==> config.mk <==
export PLATFORM = sky130hd
export DESIGN_NAME = cmp_tester
export DESIGN_NICKNAME = d
export VERILOG_FILES = /design/src/rtl/cmp_tester.sv
export SDC_FILE = /design/constraint.sdc
export NUM_CORES = 1
export LEC_CHECK = 0
export ABC_AREA = 1
export ABC_CLOCK_PERIOD_IN_PS = 2050
export BUFFER_PORTS_ARGS = -buffer_cell sky130_fd_sc_hd__buf_2
export CAP_MARGIN = 15
export CORE_MARGIN = 1
export CORE_UTILIZATION = 50
export DETAILED_ROUTE_END_ITERATION = 8
export PLACE_DENSITY = 0.77
export SYNTH_ARGS = -nofsm -noshare
export SYNTH_HDL_FRONTEND = slang
export SYNTH_SLANG_ARGS = --single-unit
==> constraint.sdc <==
create_clock -name clk -period 2.05 [get_ports clk]
set_input_delay 0.3075 -clock clk [delete_from_list [all_inputs] [get_ports clk]]
set_output_delay 0.3075 -clock clk [all_outputs]
set_load 0.02 [all_outputs]
==> src/rtl/cmp_tester.sv <==
module cmp_tester #(
  parameter int W  = 8,
  parameter int OW = 8,
  parameter int SW = 4
) (
  input  logic          clk,
  input  logic          rst_n,
  input  logic          start,
  input  logic          mode,
  input  logic [SW-1:0] settle,
  input  logic          clr_reject,
  input  logic [OW-1:0] dut_resp,
  input  logic [OW-1:0] ref_resp,
  output logic [W-1:0]  stim,
  output logic          busy,
  output logic          done,
  output logic          reject
);

  function automatic logic [W-1:0] tap_mask(input int width);
    logic [15:0] m;
    case (width)
      3:  m = 16'h0006;
      4:  m = 16'h000C;
      5:  m = 16'h0014;
      6:  m = 16'h0030;
      7:  m = 16'h0060;
      8:  m = 16'h00B8;
      9:  m = 16'h0110;
      10: m = 16'h0240;
      11: m = 16'h0500;
      12: m = 16'h0E08;
      13: m = 16'h1C80;
      14: m = 16'h3802;
      15: m = 16'h6000;
      default: m = 16'hD008;
    endcase
    return m[W-1:0];
  endfunction

  localparam logic [W-1:0] MASK = tap_mask(W);
  localparam logic [W-1:0] SEED = W'(1);

  logic          rand_q;
  logic [SW-1:0] hold_q;
  logic [SW-1:0] cnt;

  wire          cmp_en   = busy && (cnt == hold_q);
  wire [W-1:0]  lfsr_nx  = stim[0] ? ((stim >> 1) ^ MASK) : (stim >> 1);
  wire          last     = rand_q ? (lfsr_nx == SEED) : (&stim);
  wire          mismatch = |(dut_resp ^ ref_resp);

  always_ff @(posedge clk) begin
    if (!rst_n) begin
      stim   <= '0;
      busy   <= 1'b0;
      done   <= 1'b0;
      rand_q <= 1'b0;
      hold_q <= '0;
      cnt    <= '0;
    end else if (!busy) begin
      if (start) begin
        busy   <= 1'b1;
        done   <= 1'b0;
        rand_q <= mode;
        hold_q <= settle;
        cnt    <= '0;
        stim   <= mode ? SEED : '0;
      end
    end else if (cmp_en) begin
      cnt <= '0;
      if (last) begin
        busy <= 1'b0;
        done <= 1'b1;
      end else begin
        stim <= rand_q ? lfsr_nx : stim + W'(1);
      end
    end else begin
      cnt <= cnt + SW'(1);
    end
  end

  always_ff @(posedge clk) begin
    if (!rst_n)                 reject <= 1'b0;
    else if (cmp_en && mismatch) reject <= 1'b1;
    else if (clr_reject)        reject <= 1'b0;
  end

  AST_DONE_IDLE: assert property (@(posedge clk) disable iff (!rst_n)
    done |-> !busy);
  AST_LFSR_NONZERO: assert property (@(posedge clk) disable iff (!rst_n)
    (busy && rand_q) |-> (stim != '0));
  AST_STIM_HOLD: assert property (@(posedge clk) disable iff (!rst_n)
    (busy && !cmp_en) |=> $stable(stim));
  AST_REJECT_CAUSE: assert property (@(posedge clk) disable iff (!rst_n)
    $rose(reject) |-> $past(cmp_en && mismatch));
  AST_REJECT_STICKY: assert property (@(posedge clk) disable iff (!rst_n)
    (reject && !clr_reject) |=> reject);
  AST_START_BUSY: assert property (@(posedge clk) disable iff (!rst_n)
    (start && !busy) |=> (busy && !done));

endmodule

Yosys cells after proc, flatten, opt, wreduce, memory -nomap -nowiden
Index checks and enable logic that the tools add are counted.
{"block": "word_totals", "elab_cells": 47, "register_bits": 20, "out_inout_bits": 11}
{"block": "classes", "add_sub_neg": 2, "bitwise_logic": 3, "reduce_logical": 9, "muxes": 21, "eq_ne": 5}
{"operator": "2-to-1 mux 8 bit", "n": 6}
{"operator": "2-to-1 mux 1 bit", "n": 12}
{"operator": "2-to-1 mux 4 bit", "n": 3}
{"operator": "adder 8 x 1 -> 8 bit (second input constant)", "n": 1}
{"operator": "== test 8 x 1 -> 1 bit (second input constant)", "n": 1}
{"operator": "AND reduction 8 bit", "n": 1}
{"operator": "OR reduction 8 bit", "n": 1}
{"operator": "XOR 8 bit", "n": 1}
{"operator": "AND reduction 3 bit", "n": 2}
{"operator": "adder 4 x 1 -> 4 bit (second input constant)", "n": 1}
{"operator": "== test 4 bit", "n": 1}
{"operator": "inequality test 2 x 1 -> 1 bit (second input constant)", "n": 2}
{"operator": "NOT 3 -> 4 bit", "n": 1}
{"operator": "nonzero test 2 bit", "n": 2}
{"operator": "logical AND 1 bit", "n": 2}
{"operator": "inequality test 2 bit (second input constant)", "n": 1}
{"operator": "AND reduction 2 bit", "n": 1}
{"operator": "NOT 1 bit", "n": 1}

Logic depth before layout (Yosys ltp)
Gate-level depths: netlist of the first run.
{"block": "logic_depth", "ltp_word": 7, "mapped_depth": 11, "depth_no_buf": 11}

Least setup slack after synthesis of the first run
OpenSTA, ideal clock, no wires.
{"block": "synth_timing", "path_kind": "register to register", "start": "register stim[0]", "end": "register stim[6]", "setup_time_ps": 113, "period_less_slack_ps": 1665, "arrival_ps": 1551, "stages_incl_launch_ff": 11, "setup_slack_ps": 385, "cell_sequence": "dfxtp_1 -> ha_1 -> nand3_2 -> nor2_2 -> nand2_2 -> nor2_4 -> nor2_4 -> nand2_4 -> nand2_4 -> nor2_1 -> nor2_1"}
{"block": "synth_via", "elab_chain_len": 5, "word_cells_on_any_way": 11, "classes_between": "add/sub: 1; eq/ne: 2; mux: 6; reduce/logical: 2"}
{"item": "from (decl)", "line_no": "14", "source": "output logic [W-1:0] stim,"}
{"item": "from (signal assigned)", "line_no": "68", "source": "stim <= mode ? SEED : '0;"}
{"item": "from (signal assigned)", "line_no": "76", "source": "stim <= rand_q ? lfsr_nx : stim + W'(1);"}
{"item": "adder 8 x 1 -> 8 bit / 2-to-1 mux 8 bit (equally long branches)", "line_no": "76, 49"}
{"item": "2-to-1 mux 8 bit / == test 8 x 1 -> 1 bit (equally long branches)", "line_no": "76, 50"}
{"item": "2-to-1 mux 8 bit / 2-to-1 mux 1 bit (equally long branches)", "line_no": "72, 50"}
{"item": "2-to-1 mux 8 bit / inequality test 2 bit (equally long branches)"}
{"item": "2-to-1 mux 8 bit / AND reduction 3 bit (equally long branches)"}
Several ways; a longest one is shown, not always the timed one. The select of a mux whose other input is x is not followed.
A chain may end at the register's enable or synchronous reset.

Worst setup path in the final report of the first run
{"block": "layout_timing", "start": "register stim[0]", "end": "register stim[2]"}
The elaborated chain is that of the path after synthesis.

==> impl_metrics.tcl, run 1 <==
set metrics [dict create \
    cp_num_buf_inv 0 \
    ys_seq_area_share_pct 30.98 \
    cts_made_buffers 3 \
    startpoint_type "flop" \
    coreArea_sq_mm 0.002455 \
    clkPwrFrac_pct 33.0 \
    slowest_stage "dfxtp_1" \
    drc 0 \
    p_leak_nw 0.6949 \
    drt_iter0_markers 51 \
    cts_root_buf "clkbuf_4" \
    regArea_sq_um 400.4 \
    synth_area_leaders "dfxtp_1, nand2_1, a21oi_1, nand3_1, inv_1" \
    timing.final.ws_setup_ns 0.3311 \
    drv_slew 0 \
    clkTransAtPathRegs_ns 0.12 \
    gr-total-overflow 0 \
    grt_max_degree 18 \
    cp_max_fo 9 \
    internal_power_mw 0.6861 \
    arrival_ns 1.89 \
    wl_per_cell_um 11.55 \
    critPathRequiredTime_ns 2.22 \
    yosys.area.top_type "dfxtp_1" \
    routed.top_layer "met4" \
    grt_pass1_vias 1138 \
    diodes 0 \
    yosysTopAreaCellShare_pct 30.98 \
    die-area_sq_mm 0.002792 \
    p_seq_share_pct 45.8 \
    cap_violations 0 \
    n_fill_cell 241 \
    cts_max_level 1 \
    dr_wl_met2_um 1471 \
    avgSynthCellArea_sq_um 6.697 \
    wl_met1_um 1354 \
    start_util_pct 52.65 \
    vias_per_cell 5.101 \
    cp_slowest_stage_delay_ns 0.52 \
    netlist_instances 193 \
    ys_warn_count 0 \
    track_usage_pct 22.81 \
    grt_pass1_wl_um 4767 \
    max_freq_mhz 581.8 \
    die_x_um 52.84 \
    dp_slack_ns 0.3701 \
    drive_gt1_share_pct 23.68 \
    pwr-share-comb_pct 21.2 \
    die_y_um 52.84 \
    post-cts-setup-buffer-count 0 \
    final_core_util_pct 62.44 \
    met3_length_um 137 \
    hold_class "input port to flop" \
    critPathTopFamily "simple AND/OR/NAND/NOR gates" \
    min_period_ns 1.719 \
    clock-sinks 20 \
    clock_latency_ns 0.29 \
    vias 1316 \
    pin_count 36 \
    grt_antenna_before_repair 0 \
    powerDensity_mw_per_mm2 626.4 \
    worst-setup-path-type "flop to flop" \
    finClkSkew_ns 0.008640 \
    finalHoldViolations 0 \
    postSynthNetCount 220 \
    clock_path_buffers 2 \
    worstSetupEndpointType "flop" \
    p_switching_mw 0.2740 \
    dr.pass1.iters 4 \
    slew-limit-headroom_pct 63.05 \
    cts_tree "yes" \
    gp_congestion 0.8281 \
    status "finished, final reports clean" \
    yosys_register_bits 20 \
    cts-resized-gates 0 \
    p_sw_share_pct 28.54 \
    syn_to_final_growth_pct 18.59 \
    ys_types 23 \
    path_cells "ha_1 -> nand3_2 -> nor2_2 -> nand2_2 -> nor2_4 -> nor2_4 -> nand2_4 -> nand2_4 -> nand2_1 -> a21oi_1" \
    ir_drop_uv 512.9 \
    rsz0062_at_grt "no" \
    period_share_pct 83.85 \
    nets 256 \
    synth_area_sq_mm 0.001292 \
    multi_input_comb_area_sq_um 773.2 \
    portBuffers 35 \
    finalSetupTns_ns 0 \
    ant_nets 0 \
    rows 18 \
    cts_hold_buf 0 \
    tightest_slew_ns 0.5536 \
    dp_hpwl_um 2211 \
    wirelength_um 2980 \
    setup_viol 0 \
]
-- worst paths after layout --
kind	from	depth (start not counted)	slack, ns	to
worst max-delay path	stim[0]$_SDFFE_PN0P_	10	0.33	stim[2]$_SDFFE_PN0P_
worst min-delay path	settle[2]	3	0.24	hold_q[2]$_SDFFE_PN0P_
worst max register to register	stim[0]$_SDFFE_PN0P_	10	0.33	stim[2]$_SDFFE_PN0P_
worst min register to register	done$_SDFFE_PN0P_	2	0.47	done$_SDFFE_PN0P_
-- cell type report --
class / count / area share, %
well taps: 30 / 2.449
clock buffers: 3 / 1.469
multi-input cells: 145 / 50.45
flip-flops and latches: 20 / 26.12
inverters: 23 / 5.633
clock inverters: 1 / 1.959
repair buffers: 36 / 11.92
-- cell usage in the layout, fill, tap and decap left out, drive strengths merged --
cell type,netlist,layout
inv,23,23
nand3,21,21
buf,4,36
xor2,5,5
ha,2,2
nor3b,1,1
nand4,5,5
o211ai,2,2
nand2,49,49
bufinv,0,1
o21ai,14,14
xnor2,8,8
clkbuf,1,3
nor2,19,19
a21oi,19,19
dfxtp,20,20
-- power by group through the flow --
stage          Clock (mW)  Sequential (mW)  Combinational (mW)
4_1_cts             0.318            0.439               0.203
2_1_floorplan           0            0.449               0.139
3_5_place_dp            0            0.447               0.202
5_1_grt             0.332            0.442               0.230
6_report            0.317            0.440               0.203
3_3_place_gp            0            0.447               0.201
-- cell families after synthesis --
family / Yosys count / synth area share, %
AO/OA/AOI/OAI: 35 / 13.94
XOR/XNOR: 13 / 8.809
adder cells (fa/ha/maj): 2 / 1.936
buffers and inverters: 28 / 9.196
flip-flops: 20 / 30.98
AND/OR/NAND/NOR: 95 / 35.14
-- cell usage after synthesis --
| cell type | n |
|---|---|
| inv_2 | 4 |
| o21ai_0 | 14 |
| inv_1 | 19 |
| nand3_2 | 2 |
| a21oi_1 | 19 |
| clkbuf_1 | 1 |
| nor2_2 | 2 |
| nor2_4 | 3 |
| xor2_1 | 5 |
| o211ai_1 | 2 |
| nand2_4 | 2 |
| ha_1 | 2 |
| dfxtp_1 | 20 |
| xnor2_1 | 8 |
| buf_6 | 1 |
| nand4_1 | 5 |
| nand2_1 | 46 |
| buf_4 | 1 |
| nor2_1 | 14 |
| nor3b_1 | 1 |
| nand2_2 | 1 |
| nand3_1 | 19 |
| buf_2 | 2 |
-- flip-flops by register name (all words and copies together) (netlist names) --
signal	count
busy	1
cnt	4
done	1
hold_q	4
rand_q	1
reject	1
stim	8
-- layer usage --
layer	up-vias	track usage [%]
li1	696	-
met1	586	28.70
met2	32	42.83
met3	2	1.739
met4	0	2.632
met5	-	0
-- per-stage QoR --
stage	std cells	hold slack [ns]	instance area, sq um	total power, mW
after floorplan	193	0.4280	1292	0.5878
after global placement	254	0.4517	1480	0.6481
after detailed placement	254	0.4534	1480	0.6491
after CTS	258	0.2414	1533	0.9598
after global routing	258	0.2582	1533	1.004
final	258	0.2391	1533	0.9601
-- worst min-delay path, stage by stage --
cell	delay [ns]
buf_2	0.08
nor2_1	0.03
nor2_1	0.08
Power figures use the tool's default switching activity.
==> run 2: changes to the inputs <==
--- a/config.mk
+++ b/config.mk
@@ -5,8 +5,8 @@
 export SDC_FILE = /design/constraint.sdc
 export NUM_CORES = 1
 export LEC_CHECK = 0
-export ABC_AREA = 1
-export ABC_CLOCK_PERIOD_IN_PS = 2050
+export ABC_AREA = 0
+export ABC_CLOCK_PERIOD_IN_PS = 1590
 export BUFFER_PORTS_ARGS = -buffer_cell sky130_fd_sc_hd__buf_2
 export CAP_MARGIN = 15
 export CORE_MARGIN = 1
==> constraint.sdc (replaced) <==
create_clock -name clk -period 1.59 [get_ports clk]
set_input_delay 0.2385 -clock clk [delete_from_list [all_inputs] [get_ports clk]]
set_output_delay 0.2385 -clock clk [all_outputs]
set_load 0.02 [all_outputs]
==> run 2 against run 1 <==
The flow now finishes with violations (negative setup slack). Sequential share of layout area is 1.4 points lower. Critical endpoint is now stim[5]$_SDFFE_PN0P_. Total power grew 15%. Non-clock buffer count grew 25. Critical path type unchanged.
==> impl_metrics.tcl, run 2 <==
set metrics [dict create \
    status "finished, violations left" \
    violations "negative setup slack" \
    synth_top_flop_cell "dfxtp_1" \
    min_to "hold_q[0]$_SDFFE_PN0P_" \
    timing.final.ws_setup_ns -0.1372 \
    r2r_slack_ns -0.14 \
    hold_class "input port to flop" \
    top_regs "stim (8), cnt (4), hold_q (4)" \
    min_period_ns 1.727 \
    synthTopCellsByCount "nand2_1, dfxtp_1, xnor2_1, a21oi_1" \
    pin_count 36 \
    reg2reg_to "stim[5]$_SDFFE_PN0P_" \
    path_cells "xnor2_2 -> nand4_4 -> or4_4 -> buf_4 -> nand4_1 -> o21ai_1" \
    yosys_register_bits 20 \
    drc 0 \
    gr-total-overflow 0 \
    globalRouteMet2Util_pct 44.09 \
    postSynthNetCount 182 \
    yosys.area.top_type "dfxtp_1" \
    rows 18 \
    ys_types 46 \
    startpoint_type "flop" \
    start_util_pct 52.68 \
    async_flop_share_pct 0 \
    drv_slew 0 \
    clock_latency_ns 0.31 \
    portBuffers 35 \
    critPathRequiredTime_ns 1.80 \
    clock-sinks 20 \
    coreArea_sq_mm 0.002477 \
    finClkSkew_ns 0.005898 \
    globalRouteMet3Util_pct 4.023 \
    tightest_slew_ns 0.5336 \
    slew-limit-headroom_pct 64.39 \
    grt_pass1_wl_um 4961 \
    wirelength_um 3203 \
    layout.cells.non_filler 237 \
    arrival_ns 1.94 \
    placed_area_sq_mm 0.001665 \
    vias 1319 \
    largest_reg_flops 8 \
    critPathTopFamily "simple AND/OR/NAND/NOR gates" \
    cts_tree "yes" \
    cts_max_level 1 \
    top_register "stim" \
    min_path_cells 3 \
    ys_warn_count 0 \
    rsz0062_at_grt "yes" \
    gp_congestion 0.7926 \
    setup_viol 7 \
    worstRegToRegCells 6 \
    dr.pass1.iters 4 \
    diodes 0 \
    yosysTopAreaCellShare_pct 30.68 \
    die_y_um 53.09 \
    rr_startpoint "cnt[3]$_SDFFE_PN0P_" \
    cap_violations 0 \
    final_common_cell "buf_2" \
    busiest_layer "met2" \
    max_freq_mhz 579.0 \
    synth_area_sq_mm 0.001305 \
    avgSynthCellArea_sq_um 8.419 \
    finalHoldViolations 0 \
    cp_max_fo 6 \
    layout_common_cells "buf_2, buf_4, nand2_1" \
    ant_nets 0 \
    synth_area_leaders "dfxtp_1, xnor2_1, nand2_1, xnor2_2, a21oi_1" \
    total_power_mw 1.102 \
    grt_pass1_vias 1109 \
    grt_antenna_before_repair 0 \
    cts_made_buffers 3 \
    p_leak_nw 0.6902 \
    hp-start "settle[0]" \
    slowest_stage "or4_4" \
    track_usage_pct 24.55 \
    yosysMostFrequentCell "nand2_1" \
    powerDensity_mw_per_mm2 637.3 \
    cp_num_buf_inv 1 \
    drive_gt1_share_pct 46.86 \
    clock_path_buffers 2 \
    dp.cells 233 \
    syn_to_final_growth_pct 32.50 \
    worst-setup-path-type "flop to flop" \
    drt_iter0_markers 29 \
    finalSetupTns_ns -0.6515 \
    ir_drop_uv 539.7 \
    die-area_sq_mm 0.002819 \
    nets 236 \
    vias_per_cell 5.565 \
    netlist_instances 155 \
    cts_root_buf "clkbuf_4" \
    grt_max_degree 18 \
    ys_seq_area_share_pct 30.68 \
    worstSetupEndpointType "flop" \
    wl_per_cell_um 13.51 \
    dp_hpwl_um 2434 \
    synth_edf_count 0 \
    cp_slowest_stage_delay_ns 0.58 \
    stdcell_area_sq_mm 0.001729 \
    grtUsageMet1_pct 29.65 \
    die_x_um 53.09 \
    clkTransAtPathRegs_ns 0.12 \
    period_share_pct 108.6 \
]
## run 2: cell count changes after synthesis, moves of 3 or more
| cell | change |
|---|---|
| a21oi_1 | -8 |
| xnor2_1 | +5 |
| o21ai_0 | -10 |
| xnor2_2 | +4 |
| nor2_4 | -3 |
| inv_1 | -14 |
| clkbuf_1 | +3 |
| nand3_1 | -10 |
| nor2_1 | -5 |
| inv_2 | -4 |
| nand2_1 | -22 |
| xor2_1 | -4 |
## run 2: how the worst max path moves through the flow
stage	start	cells after the start	endpoint	slack [ns]
after floorplan	stim[0]$_SDFFE_PN0P_	7	stim[1]$_SDFFE_PN0P_	-0.18
after global placement	cnt[3]$_SDFFE_PN0P_	5	stim[1]$_SDFFE_PN0P_	-0.18
after detailed placement	cnt[3]$_SDFFE_PN0P_	5	stim[1]$_SDFFE_PN0P_	-0.22
after CTS	hold_q[0]$_SDFFE_PN0P_	5	stim[1]$_SDFFE_PN0P_	-0.15
after global routing	cnt[3]$_SDFFE_PN0P_	5	stim[1]$_SDFFE_PN0P_	-0.19
final	cnt[3]$_SDFFE_PN0P_	6	stim[5]$_SDFFE_PN0P_	-0.14
## run 2: power by group
group | switching, mW | total [mW] | leakage [nW] | internal (mW)
sequential | 0.0172 | 0.533 | 0.171 | 0.516
combinational | 0.159 | 0.313 | 0.506 | 0.153
clock | 0.168 | 0.256 | 0.0138 | 0.0887
## run 2: timing repair
action | CTS | global route
hold buffers | 0 | 0
pin swaps | 9 | 5
setup buffers | 1 | 0
endpoints found under the setup margin | 7 | 8
gates resized for setup | 8 | 4
## run 2: metrics by stage
step | setup slack, ns | hold slack [ns] | util, %
4_1_cts | -0.1496 | 0.1524 | 69.44
3_3_place_gp | -0.1798 | 0.4633 | 67.22
2_1_floorplan | -0.1776 | 0.3745 | -
3_5_place_dp | -0.2215 | 0.4808 | 67.22
6_report | -0.1372 | 0.1513 | 69.80
5_1_grt | -0.1935 | 0.1578 | 69.80
## run 2: layout make-up
cell class | count | area (sq um)
Clock buffer | 3 | 22.52
Fill cell | 207 | 748.2
Inverter | 5 | 18.77
Multi-Input combinational cell | 118 | 848.3
Sequential cell | 20 | 427.9
Tap cell | 30 | 37.54
Timing Repair Buffer | 61 | 374.1
## run 2: cell families after synthesis
| family | count (synthesis) | synth area share (%) |
|---|---|---|
| xor+xnor | 18 | 14.38 |
| buf+inv | 17 | 7.190 |
| compound gates | 33 | 18.89 |
| mux | 2 | 1.534 |
| simple gates | 63 | 25.41 |
| fa+ha+maj | 2 | 1.917 |
| flops | 20 | 30.68 |
## run 2: metal layers
layer  up-vias  wire length, um
met5         -                0
met2        39             1736
met3         6              120
li1        658                -
met4         0               50
met1       616             1297
## run 2: worst register-to-register path, stage by stage, from the launching register on
cell and delay [ns]:
dfxtp_2 0.36, xnor2_2 0.22, nand4_4 0.15, or4_4 0.59, buf_4 0.16, nand4_1 0.09
o21ai_1 0.07
==> run 3: changes to the inputs <==
==> config.mk (replaced) <==
export PLATFORM = sky130hd
export DESIGN_NAME = cmp_tester
export DESIGN_NICKNAME = d
export VERILOG_FILES = /design/src/rtl/cmp_tester.sv
export SDC_FILE = /design/constraint.sdc
export NUM_CORES = 1
export LEC_CHECK = 0
export ABC_AREA = 1
export ABC_CLOCK_PERIOD_IN_PS = 1590
export CAP_MARGIN = 15
export CORE_MARGIN = 1
export CORE_UTILIZATION = 50
export CTS_BUF_LIST = sky130_fd_sc_hd__clkbuf_4
export DETAILED_ROUTE_END_ITERATION = 8
export DONT_BUFFER_PORTS = 1
export SYNTH_ARGS = -nofsm -noshare
export SYNTH_HDL_FRONTEND = slang
export SYNTH_SLANG_ARGS = --single-unit
==> run 3 against run 2 <==
The flow now finishes without violations. Non-clock buffer count is 48 lower. Total power is 13% higher. Sequential power is 4.7% higher. Via count is 3.6% lower. Critical endpoint is now stim[2]$_SDFFE_PN0P_. Largest cell class unchanged. Largest power group unchanged.
==> impl_metrics.tcl, run 3 (synthesized netlist as in run 1, its figures left out) <==
set metrics [dict create \
    top_register "stim" \
    diodes 0 \
    min_period_ns 1.487 \
    track_usage_pct 22.92 \
    grt_pass1_wl_um 4643 \
    powerDensity_mw_per_mm2 841.7 \
    drt_iter0_markers 44 \
    start_util_pct 52.65 \
    startpoint_type "flop" \
    nets 233 \
    globalRouteMet3Util_pct 4.058 \
    gp_congestion 0.8827 \
    grt_antenna_before_repair 0 \
    wirelength_um 2982 \
    clkTransAtPathRegs_ns 0.11 \
    syn_to_final_growth_pct 14.62 \
    globalRouteMet2Util_pct 36.29 \
    cap_violations 0 \
    status "finished, final reports clean" \
    multi_input_comb_area_sq_um 793.3 \
    setup_viol 0 \
    cts_made_buffers 3 \
    arrival_ns 1.67 \
    top_regs "stim (8), cnt (4), hold_q (4)" \
    critPathRequiredTime_ns 1.77 \
    drc 0 \
    dr.pass1.iters 4 \
    die_x_um 52.84 \
    dp_hpwl_um 2354 \
    final_core_util_pct 60.35 \
    clock_path_buffers 2 \
    ir_drop_uv 714.2 \
    cts_max_level 1 \
    placed_area_sq_mm 0.001398 \
    dp_slack_ns 0.08379 \
    cp_max_fo 8 \
    grtUsageMet1_pct 30.80 \
    largest_reg_flops 8 \
    slew-limit-headroom_pct 65.75 \
    regArea_sq_um 407.9 \
    cts_root_buf "clkbuf_4" \
    timing.final.ws_setup_ns 0.1029 \
    n_fill_cell 250 \
    drive_gt1_share_pct 20.98 \
    stdcell_area_sq_mm 0.001481 \
    worstSetupEndpointType "flop" \
    die_y_um 52.84 \
    rsz0062_at_grt "yes" \
    vias 1272 \
    final_common_cell "nand2_1" \
    layout_common_cells "nand2_1, inv_1, a21oi_1, nand3_1" \
    finClkSkew_ns 0.003340 \
    clock-sinks 20 \
    ant_nets 0 \
    cts_hold_buf 0 \
    finalHoldViolations 0 \
    coreArea_sq_mm 0.002455 \
    pin_count 36 \
    gr-total-overflow 0 \
    hold_class "input port to flop" \
    die-area_sq_mm 0.002792 \
    wl_per_cell_um 12.69 \
    total_power_mw 1.247 \
    drv_slew 0 \
    cts_tree "yes" \
    tightest_slew_ns 0.5131 \
    max_freq_mhz 672.5 \
    portBuffers 0 \
    clock_latency_ns 0.30 \
    vias_per_cell 5.413 \
    busiest_layer "met2" \
    rows 18 \
    finalSetupTns_ns 0 \
    worst-setup-path-type "flop to flop" \
    p_leak_nw 0.6061 \
    grt_max_degree 18 \
    grt_pass1_vias 1077 \
    period_share_pct 93.53 \
]
-- run 3: worst paths after layout --
kind | start | end | slack (ns) | depth (start not counted)
worst min register to register | hold_q[3]$_SDFFE_PN0P_ | hold_q[3]$_SDFFE_PN0P_ | 0.47 | 2
worst max register to register | stim[0]$_SDFFE_PN0P_ | stim[2]$_SDFFE_PN0P_ | 0.10 | 11
worst min-delay path | rst_n | stim[6]$_SDFFE_PN0P_ | 0.05 | 2
worst max-delay path | stim[0]$_SDFFE_PN0P_ | stim[2]$_SDFFE_PN0P_ | 0.10 | 11
-- run 3: layout make-up --
cell class | instances | area share (%)
Multi-Input combinational cell | 145 | 53.55
Sequential cell | 20 | 27.53
Timing Repair Buffer | 13 | 6.841
Inverter | 23 | 5.997
Tap cell | 30 | 2.534
Clock inverter | 1 | 2.027
Clock buffer | 3 | 1.520
-- run 3: stage by stage --
stage	instances	hold slack [ns]
2_1_floorplan	193	0.3590
3_3_place_gp	231	0.3695
3_5_place_dp	231	0.3687
4_1_cts	235	0.02711
5_1_grt	235	0.03405
6_report	235	0.04644
-- run 3: power by group --
group          leakage (nW)  switching (mW)  internal [mW]  total, mW
logic                 0.412           0.171          0.106      0.276
registers             0.166          0.0276          0.530      0.558
clock network        0.0279           0.158          0.255      0.413
-- run 3: worst max-delay path, stage by stage (launching register included) --
cell,delay (ns)
dfxtp_2,0.34
buf_6,0.15
inv_4,0.07
nand2_1,0.05
nand2_1,0.10
nand3_2,0.12
nor2_4,0.15
nor2_4,0.05
nand2_4,0.10
nand2_4,0.08
nand2_1,0.10
a21oi_1,0.06
-- run 3: routing by layer --
layer / vias up / routed length, um / part of all wire [%]
met5: - / 0 / 0
met3: 2 / 185 / 6.2
li1: 650 / - / -
met2: 50 / 1413 / 47
met4: 0 / 14 / 0.47
met1: 570 / 1368 / 46
-- run 3: what timing repair did --
item,in CTS,in global routing
gates resized for setup,0,13
endpoints found under the setup margin,0,6
setup buffers,0,0
